--- src/rtl/exti_lines.sv ---
module exti_lines #(
  parameter int NLINES = 19,
  parameter int SYNC_STAGES = 2
) (
  input  logic              clk,
  input  logic              rst_n,
  input  logic [NLINES-1:0] line_in,
  input  logic              wr_en,
  input  logic [2:0]        addr,
  input  logic [NLINES-1:0] wdata,
  output logic [NLINES-1:0] rdata,
  output logic [NLINES-1:0] irq_o,
  output logic              evt_o
);
  localparam logic [2:0] A_RISE = 3'd0;
  localparam logic [2:0] A_FALL = 3'd1;
  localparam logic [2:0] A_IMSK = 3'd2;
  localparam logic [2:0] A_EMSK = 3'd3;
  localparam logic [2:0] A_SWT  = 3'd4;
  localparam logic [2:0] A_PEND = 3'd5;

  logic [NLINES-1:0] sync_q [SYNC_STAGES];
  logic [NLINES-1:0] prev_q;
  logic [NLINES-1:0] rise_q, fall_q, imsk_q, emsk_q, swt_q, pend_q;
  logic [NLINES-1:0] cur, hit, sw_req, clr, req;

  assign cur = sync_q[SYNC_STAGES-1];

  always_ff @(posedge clk or negedge rst_n) begin
    if (!rst_n) sync_q[0] <= '0;
    else        sync_q[0] <= line_in;
  end

  genvar g;
  generate
    for (g = 1; g < SYNC_STAGES; g++) begin : g_sync
      always_ff @(posedge clk or negedge rst_n) begin
        if (!rst_n) sync_q[g] <= '0;
        else        sync_q[g] <= sync_q[g-1];
      end
    end
  endgenerate

  assign hit    = (cur & ~prev_q & rise_q) | (~cur & prev_q & fall_q);
  assign sw_req = (wr_en && addr == A_SWT) ? (wdata & ~swt_q) : '0;
  assign clr    = (wr_en && addr == A_PEND) ? wdata : '0;
  assign req    = hit | sw_req;

  always_ff @(posedge clk or negedge rst_n) begin
    if (!rst_n) begin
      prev_q <= '0;
      rise_q <= '0;
      fall_q <= '0;
      imsk_q <= '0;
      emsk_q <= '0;
      swt_q  <= '0;
      pend_q <= '0;
      evt_o  <= 1'b0;
    end else begin
      prev_q <= cur;
      pend_q <= (pend_q & ~clr) | req;
      swt_q  <= (swt_q | sw_req) & ~clr;
      evt_o  <= |(req & emsk_q);
      if (wr_en) begin
        case (addr)
          A_RISE:  rise_q <= wdata;
          A_FALL:  fall_q <= wdata;
          A_IMSK:  imsk_q <= wdata;
          A_EMSK:  emsk_q <= wdata;
          default: ;
        endcase
      end
    end
  end

  assign irq_o = pend_q & imsk_q;

  always_comb begin
    case (addr)
      A_RISE:  rdata = rise_q;
      A_FALL:  rdata = fall_q;
      A_IMSK:  rdata = imsk_q;
      A_EMSK:  rdata = emsk_q;
      A_SWT:   rdata = swt_q;
      A_PEND:  rdata = pend_q;
      default: rdata = '0;
    endcase
  end
endmodule


--- config.mk ---
export PLATFORM = sky130hd
export DESIGN_NAME = exti_lines
export DESIGN_NICKNAME = d
export VERILOG_FILES = /design/src/rtl/exti_lines.sv
export SDC_FILE = /design/constraint.sdc
export NUM_CORES = 1
export LEC_CHECK = 0
export BUFFER_PORTS_ARGS = -buffer_cell sky130_fd_sc_hd__buf_2
export CORE_MARGIN = 2
export CORE_UTILIZATION = 25
export DETAILED_ROUTE_END_ITERATION = 10
export SLEW_MARGIN = 5
export SYNTH_ARGS = -nofsm -noshare
export SYNTH_HDL_FRONTEND = slang
export SYNTH_SLANG_ARGS = --single-unit
--- constraint.sdc ---
create_clock -name clk -period 4.58 [get_ports clk]
set_input_delay 0.916 -clock clk [delete_from_list [all_inputs] [get_ports clk]]
set_output_delay 0.916 -clock clk [all_outputs]
set_load 0.02 [all_outputs]
==> results of run 1 <==
[synth_stat cells (2+ instances only)]
cell type  count  area (sq um)
a21o_1        19           143
a21oi_1       38           190
a221oi_2       2          30.0
a22o_1         2          17.5
a22oi_1       61           458
a31oi_1        3          18.8
and2_1        23           144
buf_1          3          11.3
buf_2         13          65.1
buf_4          3          22.5
clkbuf_1       6          22.5
dfrtp_1      172          4300
inv_1          3          11.3
mux2_2        76           856
nand2_1       45           169
nand3_1       19          95.1
nand3b_1      28           210
nor2_1         4          15.0
nor3b_1        2          15.0
o211ai_1      11          82.6
o211ai_2       2          25.0
o21ai_0        3          15.0
o221ai_1       3          26.3
[kinds of logic after synthesis]
group	share of synthesized area, %
buffers and inverters	2.04
AO/OA/AOI/OAI	14.4
multiplexers	12.1
flip-flops	61.1
AND/OR/NAND/NOR	10.3
[worst max path at each step]
stage / end / slack [ps] / startpoint
6_report: rdata[18] / 1550 / addr[1]
5_1_grt: rdata[8] / 1460 / addr[1]
4_1_cts: rdata[18] / 1530 / addr[1]
3_5_place_dp: rdata[18] / 1530 / addr[2]
3_3_place_gp: rdata[18] / 1540 / addr[2]
2_1_floorplan: rdata[14] / 1650 / addr[1]
[critical path: stages]
cell and delay (ps):
buf_2 150, nor3b_2 180, buf_4 360, a22oi_1 150, nand3_1 160, buf_2 190
[through the flow]
| stage | worst slack (ps) | util [%] | hold slack, ps | std cells | instance area, sq um |
|---|---|---|---|---|---|
| after detailed placement | 1530 | 28.7 | 335 | 1001 | 7970 |
| after floorplan | 1650 | - | 331 | 551 | 7050 |
| after CTS | 1530 | 30.8 | 350 | 1032 | 8560 |
| after global routing | 1460 | 30.8 | 356 | 1032 | 8560 |
| after global placement | 1540 | 28.7 | 333 | 1001 | 7970 |
| final | 1550 | 30.8 | 347 | 1032 | 8560 |
[cell type report]
class	count	area (sq um)
Clock buffer	24	522
Clock inverter	7	77.6
Fill cell	2826	19200
Multi-Input combinational cell	350	2620
Tap cell	378	473
Sequential cell	172	4300
Timing Repair Buffer	98	562
Inverter	3	11.3
[layer usage]
layer,wire [um],global-route usage [%]
met1,8290,16.8
met2,9810,23.5
met3,873,3.23
met4,504,5.88
met5,43,0
[power groups by stage]
stage | Clock (W) | Combinational [W] | Sequential (W)
2_1_floorplan | 0 | 0.000453 | 0.00191
3_3_place_gp | 0 | 0.000681 | 0.00197
3_5_place_dp | 0 | 0.000692 | 0.00198
4_1_cts | 0.00151 | 0.000693 | 0.00195
5_1_grt | 0.00157 | 0.000750 | 0.00198
6_report | 0.00146 | 0.000677 | 0.00195
[sequential cells by signal (all words and copies together) (netlist names)]
name    count
cur        19
swt_q      19
prev_q     19
evt_o       1
imsk_q     19
fall_q     19
sync_q     19
pend_q     19
emsk_q     19
rise_q     19
==> metrics, run 1 <==
via count 4853; most common cell after layout, fill and taps aside dfrtp_1; sequential area share after synthesis 61.1%; # IOs 83; Post-CTS Setup Bufs 0; CTS tree done; WL/cell ~19 um; vias in the first global route 5027; VDD IR max between 0.0002 and 0.00025 V; clock share of power a little over a third; most frequent cells in the layout dfrtp_1 (172), buf_2 (81), mux2_2 (76); asr flop ratio synth 100%; net count after synthesis 595; proportion of layout cells with a drive suffix above 1 about a third; setup violators final 0; post-CTS sizing 0; Rel. slew slack 43.2%; die area 29600 sq um; critical-path maximum fanout 20; worst hold stages 0; WP data required about 3700 ps; Reg2Reg Depth 5; Main synth FF type dfrtp_1; vias per cell 4.70; Syn Inst Count 551; initial antenna violation count 2; # diodes 0; Post-synth EDFFs 0; Die H 172 um; Initial DRC Count 377; GRT Resource Usage Total 13.8%; TNS Setup 0 ps; Layout Area Growth over Synthesis 21.5%; CP endpoint kind output port; Final period util 66.3%; clock root buffer clkbuf_16; Hold Path Origin sync_q[32]$_DFF_PN0_; reg2reg start rise_q[6]$_DFFE_PN0P_; Comb pwr share 16.6%; Antenna Violating Nets Remaining 0; Worst Clk Skew just under 8 ps; Pleak 3.58 nW; reg2reg setup slack 3090 ps; Post-Syn Area 7050 sq um; CTS clk-pin slew, worst paths approximately 70 ps; WS Path Type in2out; CTS Hold Bufs 0; H-Tree Depth 4; switch share 28.3%; P_int 0.00293 W; sequential share of power 47.8%; unrepaired setup endpoints after global routing no; post-synth cell types 33; total gr overflow 0; CORE AREA 27800 sq um; Die Wd 172 um; Worst EP arrival approximately 2100 ps; 1st-pass router iterations 5; outcome complete, no violations; Routability Congestion 0.743; fin nets 686; first-pass GRT wire length 30.1 mm; maxcap violations 0; clock latency on the worst-skew pair 420 ps; flops & latches, synth 172; Worst Hold End cur[13]$_DFF_PN0_; syn_area_per_cell 12.8 sq um; YS warnings 0; actual slew at the worst max-slew pin 852 ps; Final Slew Violations 0; Max Clock Freq 330 MHz; worst hold-check path type reg2reg; reg2reg end evt_o$_DFF_PN0_; CTS Buffer Depth 2; largest net degree at the start of global routing 88; drc violations 0; Psw 0.00116 W; initial core utilization 25.4%; hpwl dp around 13 mm; clock sinks 172; final WL 19.5 mm; TritonCTS Buffers 17; Port Buffers 82; Power Total 0.00408 W; Fin. Hold Viols 0; minimum clock period 3030 ps; power per cell area 477 nW/um^2; CP Launch Type primary input; # rows 61
No activity file was read; power rests on OpenSTA's default activity.
==> inputs of run 2 (changes only) <==
- clock period: 4.58 -> 2.65 ns (I/O delays scaled with it)
==> metrics, run 2 (same netlist as run 1, synthesis figures left out) <==
CP startpoint addr[2]; Max Clock Freq 459 MHz; clock root buffer clkbuf_16; Worst EP arrival 1650 ps (-470 ps); clock latency on the worst-skew pair 430 ps (about the same); actual slew at the worst max-slew pin 627 ps (-225 ps); Die H 172 um (unchanged); CTS tree done; H-Tree Depth 4 (unchanged); largest net degree at the start of global routing 61 (-31%); WS Path Type in2out; Port Buffers 82 (unchanged); total gr overflow 0 (unchanged); Worst Clk Skew 15.0 ps (+7.11 ps); critical-path maximum fanout 19 (-5.0%); CTS Hold Bufs 0 (unchanged); outcome complete, no violations; VDD IR max 0.000384 V (+74%); Routability Congestion 0.784 (+5.6%); first-pass GRT wire length 29.1 mm (-3.3%); unrepaired setup endpoints after global routing no; final WL 19.1 mm (-2.0%); worst hold-check path type in2async; vias per cell 4.74 (+0.85%); Comb pwr share 17.1% (+0.5 points); setup violators final 0 (unchanged); # IOs 83 (unchanged); Antenna Violating Nets Remaining 0 (unchanged); reg2reg start fall_q[17]$_DFFE_PN0P_; CORE AREA 27800 sq um (unchanged); pre-CTS setup slack 438 ps (-1100 ps); initial antenna violation count 2 (unchanged); Psw 0.00202 W (+74%); Final period util between 80% and 90%; vias in the first global route 4913 (-2.3%); initial core utilization 25.4% (unchanged); # rows 61 (unchanged); power per cell area 810 nW/um^2 (+70%); # fillers 2872 (+1.6%); via count 4918 (+1.3%); CTS Buffer Depth 2 (unchanged); P_int 0.00502 W (+72%); proportion of layout cells with a drive suffix above 1 33.2% (+0.36 points); Final Slew Violations 0 (unchanged); Rel. slew slack 58.1% (+15 points); TNS Setup 0 ps (unchanged); # diodes 0 (unchanged); die area 29600 sq um (unchanged); drc violations 0 (unchanged); sequential share of power 47.8% (about the same); switch share 28.7% (+0.32 points); post-CTS sizing 0 (unchanged); clock share of power 35.1% (-0.5 points); CP endpoint kind output port; clock sinks 172 (unchanged); GRT Resource Usage Total 13.3% (-0.45 points); fin worst setup slack 470 ps (-1080 ps); TritonCTS Buffers 17 (unchanged); most frequent cells in the layout dfrtp_1 (172), buf_2 (81), mux2_2 (76); hpwl dp 12.2 mm (-3.3%); Fin. Hold Viols 0 (unchanged); Die Wd 172 um (unchanged); 1st-pass router iterations 6 (+1); WL/cell 18.4 um (-2.5%); fin nets 690 (+0.58%); most common cell after layout, fill and taps aside dfrtp_1; Post-CTS Setup Bufs 0 (unchanged); Layout Area Growth over Synthesis 23.3%; Initial DRC Count 326 (-14%); CTS clk-pin slew, worst paths 60 ps (about the same); minimum clock period 2180 ps; Pleak 3.64 nW (+1.5%); WP data required 2120 ps (-1540 ps); maxcap violations 0 (unchanged); CP Launch Type primary input
-- run 2: cell types whose count changed in the layout (fill, tap and decap cells not counted) --
cell / previous run / this run
clkbuf_1: 0 / 1
buf_12: 2 / 11
clkinvlp_4: 4 / 2
inv_6: 2 / 3
clkinv_4: 0 / 2
bufinv_16: 1 / 2
clkinv_2: 0 / 4
buf_4: 14 / 9
clkbuf_8: 7 / 1
-- run 2: worst paths after layout --
check,to,slack [ps],cells after the start
setup / recovery,rdata[18],470,6
hold / removal,fall_q[9]$_DFFE_PN0P_,90,1
setup reg to reg,evt_o$_DFF_PN0_,1150,6
hold reg to reg,cur[5]$_DFF_PN0_,350,0
max in group asynchronous,swt_q[5]$_DFF_PN0_,1820,2
min in group clk,sync_q[32]$_DFF_PN0_,200,1
-- run 2: metal layers --
| layer | part of all wire (%) | global-route usage, % | vias to the layer above | wire length (um) |
|---|---|---|---|---|
| met1 | 44 | 17.2 | 2515 | 8380 |
| li1 | - | - | 2229 | - |
| met2 | 48 | 21.3 | 141 | 9270 |
| met5 | 0.13 | 0 | - | 24 |
| met4 | 2.1 | 5.30 | 4 | 410 |
| met3 | 5.5 | 3.64 | 29 | 1040 |
-- run 2: layout make-up --
cell class,count,area [sq um],area share (%)
clock inverter,13,139,1.60
clock buffer,19,443,5.10
tap,378,473,5.44
timing repair buffer,102,704,8.11
multi-input combinational,350,2620,30.1
inverter,3,11.3,0.130
sequential,172,4300,49.5
-- run 2: metrics by stage --
step | std cells | util (%) | instance area (sq um) | hold slack, ps | total power, W
6_report | 1037 | 31.3 | 8690 | 91.0 | 0.00703
5_1_grt | 1037 | 31.3 | 8690 | 122 | 0.00739
4_1_cts | 1037 | 31.3 | 8690 | 97.6 | 0.00713
3_5_place_dp | 1005 | 29.2 | 8110 | 335 | 0.00463
3_3_place_gp | 1005 | 29.2 | 8110 | 333 | 0.00461
2_1_floorplan | 551 | - | 7050 | 234 | 0.00409
-- run 2: worst max-delay path, cell delays in order --
cell and delay (ps):
buf_2 160, nor3b_2 280, buf_12 220, a22oi_1 110
nand3_1 150, buf_2 190
-- run 2: power by group through the flow --
| stage | logic (W) | registers [W] | clock network, W |
|---|---|---|---|
| 2_1_floorplan | 0.000782 | 0.00331 | 0 |
| 3_3_place_gp | 0.00120 | 0.00340 | 0 |
| 3_5_place_dp | 0.00122 | 0.00341 | 0 |
| 4_1_cts | 0.00123 | 0.00336 | 0.00254 |
| 5_1_grt | 0.00132 | 0.00342 | 0.00265 |
| 6_report | 0.00120 | 0.00337 | 0.00247 |
